**src/rtl/hy2_pkg.sv**
```systemverilog
package hy2_pkg;

    // One signed digit: value = pos - neg
    typedef struct packed {
        logic pos;
        logic neg;
    } sdig_t;

    typedef enum logic {
        OP_ADD = 1'b0,
        OP_SUB = 1'b1
    } op_e;

    localparam sdig_t SD_ZERO = '{pos: 1'b0, neg: 1'b0};

    function automatic logic sd_plus(input sdig_t d);
        return d.pos & ~d.neg;
    endfunction

    function automatic logic sd_minus(input sdig_t d);
        return d.neg & ~d.pos;
    endfunction

endpackage

```
**src/rtl/hy2_split.sv**
```systemverilog
module hy2_split
    import hy2_pkg::*;
(
    input  sdig_t xd,
    input  logic  yb,
    input  op_e   op,
    output sdig_t xfer,
    output sdig_t interim
);
    logic is_p1, is_m1, odd, above, below;

    always_comb begin
        is_p1 = sd_plus(xd);
        is_m1 = sd_minus(xd);
        odd   = (is_p1 | is_m1) ^ yb;
        // sum x+y positive: x=+1, or y=1 while x is not -1
        above = is_p1 | (yb & ~is_m1);
        // difference x-y negative: x=-1, or y=1 while x is not +1
        below = is_m1 | (yb & ~is_p1);
        xfer    = SD_ZERO;
        interim = SD_ZERO;
        if (op == OP_ADD) begin
            xfer.pos    = above;
            interim.neg = odd;
        end else begin
            xfer.neg    = below;
            interim.pos = odd;
        end
    end
endmodule

```
**src/rtl/hy2_merge.sv**
```systemverilog
module hy2_merge
    import hy2_pkg::*;
(
    input  sdig_t interim,
    input  sdig_t xfer_in,
    output sdig_t sd
);
    // The two parts never share a wire, so a plain OR merges them
    always_comb begin
        sd.pos = interim.pos | xfer_in.pos;
        sd.neg = interim.neg | xfer_in.neg;
    end
endmodule

```
**src/rtl/hy2_addsub.sv**
```systemverilog
module hy2_addsub
    import hy2_pkg::*;
#(
    parameter int DIGITS = 8
) (
    input  logic              mode_sub,
    input  logic [DIGITS-1:0] x_pos,
    input  logic [DIGITS-1:0] x_neg,
    input  logic [DIGITS-1:0] y,
    output logic [DIGITS-1:0] s_pos,
    output logic [DIGITS-1:0] s_neg,
    output logic              t_out_pos,
    output logic              t_out_neg
);
    localparam int TOP = DIGITS - 1;

    op_e                op;
    sdig_t [DIGITS-1:0] xfer;
    sdig_t [DIGITS-1:0] interim;
    sdig_t [DIGITS-1:0] xfer_in;
    sdig_t [DIGITS-1:0] res;

    assign op = op_e'(mode_sub);

    for (genvar i = 0; i < DIGITS; i++) begin : g_pos
        sdig_t xd;
        assign xd = '{pos: x_pos[i], neg: x_neg[i]};

        hy2_split u_split (
            .xd      (xd),
            .yb      (y[i]),
            .op      (op),
            .xfer    (xfer[i]),
            .interim (interim[i])
        );

        if (i == 0) begin : g_lsd
            assign xfer_in[i] = SD_ZERO;
        end else begin : g_up
            assign xfer_in[i] = xfer[i-1];
        end

        hy2_merge u_merge (
            .interim (interim[i]),
            .xfer_in (xfer_in[i]),
            .sd      (res[i])
        );

        assign s_pos[i] = res[i].pos;
        assign s_neg[i] = res[i].neg;
    end

    assign t_out_pos = xfer[TOP].pos;
    assign t_out_neg = xfer[TOP].neg;
endmodule

```
**config.mk**
```make
export PLATFORM = sky130hd
export DESIGN_NAME = hy2_addsub
export DESIGN_NICKNAME = d
export VERILOG_FILES = /design/src/rtl/hy2_pkg.sv /design/src/rtl/hy2_split.sv /design/src/rtl/hy2_merge.sv /design/src/rtl/hy2_addsub.sv
export SDC_FILE = /design/constraint.sdc
export NUM_CORES = 1
export LEC_CHECK = 0
export CORE_MARGIN = 8
export CORE_UTILIZATION = 39
export DETAILED_ROUTE_END_ITERATION = 12
export GPL_TIMING_DRIVEN = 0
export PLACE_DENSITY_LB_ADDON = 0.1
export SYNTH_ARGS = -nofsm -noshare
export SYNTH_HDL_FRONTEND = slang
export SYNTH_HIERARCHICAL = 1
export SYNTH_SLANG_ARGS = --single-unit
```
**constraint.sdc**
```tcl
create_clock -name vclk -period 2.4
set_clock_uncertainty 0.15 [all_clocks]
set_input_delay 0.48 -clock vclk [all_inputs]
set_output_delay 0.48 -clock vclk [all_outputs]
set_load 0.01 [all_outputs]
```
# Yosys cells after proc, flatten, opt, wreduce, memory -nomap -nowiden
# Index checks and enable logic that the tools add are counted.
word_totals:
  reg_bits: 0
  out_inout_bits: 18
  word_cells: 142
classes:
  mux: 32
  bitwise: 110
op_table:
  columns: ["operator", "n"]
  rows:
  - ["bitwise OR 1 bit", 38]
  - ["bitwise AND 1 bit", 32]
  - ["2-to-1 mux 1 bit", 32]
  - ["NOT 1 bit", 32]
  - ["bitwise XOR 1 bit", 8]

# Logic depth before layout (Yosys ltp)
logic_depth:
  depth_word: 7
  ltp_mapped: 4
  ltp_nobuf: 4

# Cells and area by module
# The synthesis kept the hierarchy.
modules_own_cells:
  columns: ["mod", "n_inst", "cells_per_inst", "area_each_um2"]
  rows:
  - ["hy2_split at g_pos[0].u_split ...", 7, 8, 71.3]
  - ["hy2_merge", 8, 2, 12.5]
  - ["hy2_split at g_pos[2].u_split", 1, 8, 72.6]
  - ["hy2_addsub", 1, 1, 3.8]

# Least setup slack after synthesis
# OpenSTA, ideal clock, no wires.
synth_path:
  path_kind: "input to output"
  start: "in x_pos[2]"
  end: "out s_pos[2]"
  t_arrival_ps: 1454
  required_ps: 1770
  setup_slack_ps: 316
  path_stages: 4
  n_path_buf: 0
  cell_sequence: "inv_1 > fa_1 > and2b_2 > or2_1"
synth_rtl:
  columns: ["item", "line", "rtl"]
  rows:
  - ["start: declaration", "hy2_addsub.sv:7", "input logic [DIGITS-1:0] x_pos,"]
  - ["end: declaration", "hy2_addsub.sv:10", "output logic [DIGITS-1:0] s_pos,"]

==> flow_metrics.py <==
metrics = {
    "run_status": {
        "outcome": "completed",
    },
    "route": {
        "routed_wl_um": 1610,
        "drt-vias-per-instance": 4.44,
        "drc": 0,
        "first_pass_iters": 2,
        "vias": 631,
        "routedWlPerCell_um": 11.3,
        "drt-initial-drc-count": 5,
        "antenna_left": 0,
    },
    "floorplan": {
        "die_h_um": 57.6,
        "ioPinCount": 43,
        "die-area_mm2": 0.00332,
        "start_util_pct": 40.4,
        "dieWidth_um": 57.6,
        "rows": 15,
        "coreArea_mm2": 0.00167,
    },
    "power": {
        "p_total_uw": 198,
        "vdd_drop_max_v": 0.0000908,
        "pwr_density_cell_mw_per_mm2": 202,
        "leakagePower_uw": 0.000533,
    },
    "timing": {
        "rsz0062_at_grt": "false",
        "setup_viol": 0,
        "min_period_ns": 2.34,
        "hold_violations": 0,
        "max_freq_mhz": 428,
        "drv_slew": 0,
        "period_share_pct": 97.3,
        "setup_ws_ns": 0.0643,
        "fin_worst_hold_slack_ns": 1.38,
    },
    "synthesis": {
        "synth_area_um2": 676,
        "synthesis.instances": 81,
        "ys_top_cells_by_count": "fa_1, inv_1, or2_1",
        "avgSynthCellArea_um2": 8.34,
        "seq_area_frac_synth_pct": 0,
        "ys_types": 9,
        "synth_area_leaders": "fa_1, or2_1, inv_1",
        "synth_top_area_cell": "fa_1",
        "ys_warn_count": 6,
        "synth_top_area_share_pct": 47.4,
    },
    "critical_path": {
        "start_kind": "input port",
        "path_max_fanout": 2,
        "crit_chain": "buf_2 > inv_2 > fa_1 > and2b_2 > or2_1 > buf_6",
        "crit_slowest_cell": "fa_1",
        "critical_path.max_stage_delay_ns": 0.52,
        "critical-path-top-delay-family": "adder cells",
        "arrival_ns": 1.71,
        "crit_path_end_kind": "output pin",
        "critPathBufInv": 3,
        "crit_type": "in -> out",
        "critPathRequiredTime_ns": 1.77,
    },
    "min_path": {
        "min_path_cells": 5,
        "hold_end": "s_pos[4]",
        "hp-start": "y[3]",
        "hold_class": "in -> out",
    },
    "place": {
        "dpl_worst_slack_ns": -0.762,
        "io_buffers": 43,
        "hpwl_um": 1430,
        "place.gp.congestion": 0.694,
    },
    "clocking": {
        "cts_setup_buffers": 0,
        "hold_buffers": 0,
    },
    "cells_and_area": {
        "layout-drive-gt1-share_pct": 32.8,
        "fillers": 164,
        "nFlopsAndLatches": 0,
        "register_area_um2": 0,
        "num_antenna_cells": 0,
        "nNetsFinal": 168,
        "clock_buffers": 0,
        "final_util_pct": 58.8,
        "area_growth_pct": 45.4,
    },
    "job": {
        "maxCapViolations": 0,
    },
    "global_routing": {
        "antenna_found_initial": 0,
        "grt_pass1_vias": 655,
        "grtUsageTotal_pct": 10.2,
        "overflow": 0,
        "grt_start_max_net_pins": 33,
        "grt_pass1_wl_um": 2860,
    },
}
==> cell type report <==
class	instances	area, µm²	share of cell area (%)
repair buffers	43	282	28.7
inverters	16	60.1	6.11
well taps	17	21.3	2.17
multi-input cells	66	619	63.1
==> cell families (layout without fill, tap and decap cells) <==
family	Yosys count	after routing	share of synthesized area (%)
simple gates	48	48	43.1
fa+ha+maj	16	16	47.4
buf+inv	16	59	8.89
other cells	1	2	0.555
==> layout by cell type, fill, tap and decap left out, types with 2 or more instances in the layout <==
| cell type | Yosys | layout |
|---|---|---|
| or2_1 | 16 | 16 |
| buf_6 | 0 | 2 |
| nor2b_1 | 8 | 8 |
| inv_2 | 0 | 8 |
| and2_1 | 8 | 8 |
| clkbuf_2 | 0 | 13 |
| nor2_1 | 8 | 8 |
| and2b_1 | 7 | 7 |
| conb_1 | 1 | 2 |
| clkdlybuf4s15_1 | 0 | 9 |
| buf_2 | 0 | 17 |
| fa_1 | 16 | 16 |
| inv_1 | 16 | 8 |
==> tightest hold or removal path, cell delays in order <==
cell      delay (ns)
clkbuf_2        0.11
fa_1            0.15
nor2b_1         0.11
or2_1           0.09
buf_2           0.12
==> layer usage <==
metal  GRT usage [%]  up-vias  wire length (µm)
met5               0        -                 0
met4               0        0                 0
met3            3.31        0               149
met2            19.3       23               850
met1            11.3      300               610
li1                -      308                 -
==> where the power goes <==
group / leakage [µW] / switching, µW / internal (µW)
logic: 0.000533 / 93.9 / 105
registers: 0 / 0 / 0
clock network: 0 / 0 / 0
==> per-stage QoR <==
| step | instance area, µm² | setup TNS (ns) | std cells |
|---|---|---|---|
| after floorplan | 679 | 0 | 82 |
| after global placement | 1130 | -11.15 | 142 |
| after detailed placement | 1130 | -11.98 | 142 |
| after CTS | 1050 | 0 | 142 |
| after global routing | 982 | 0 | 142 |
| final | 982 | 0 | 142 |
==> worst max-delay path by stage <==
stage                to  depth (start not counted)      from  slack, ns
2_1_floorplan  s_pos[2]                          4  x_pos[2]       0.32
5_1_grt        s_pos[4]                          5      y[4]       0.02
4_1_cts        s_pos[4]                          6  x_pos[4]      0.002
3_3_place_gp   s_pos[2]                          6  x_pos[2]      -0.71
6_report       s_pos[2]                          6  x_pos[2]       0.06
3_5_place_dp   s_pos[2]                          4  mode_sub      -0.76
==> repair_timing <==
action / in CTS / in global routing
setup endpoints to repair: 18 / 15
pin swaps: 9 / 8
cloned: 0 / 0
gates resized for setup: 121 / 24
(Power assumes the default switching activity.)
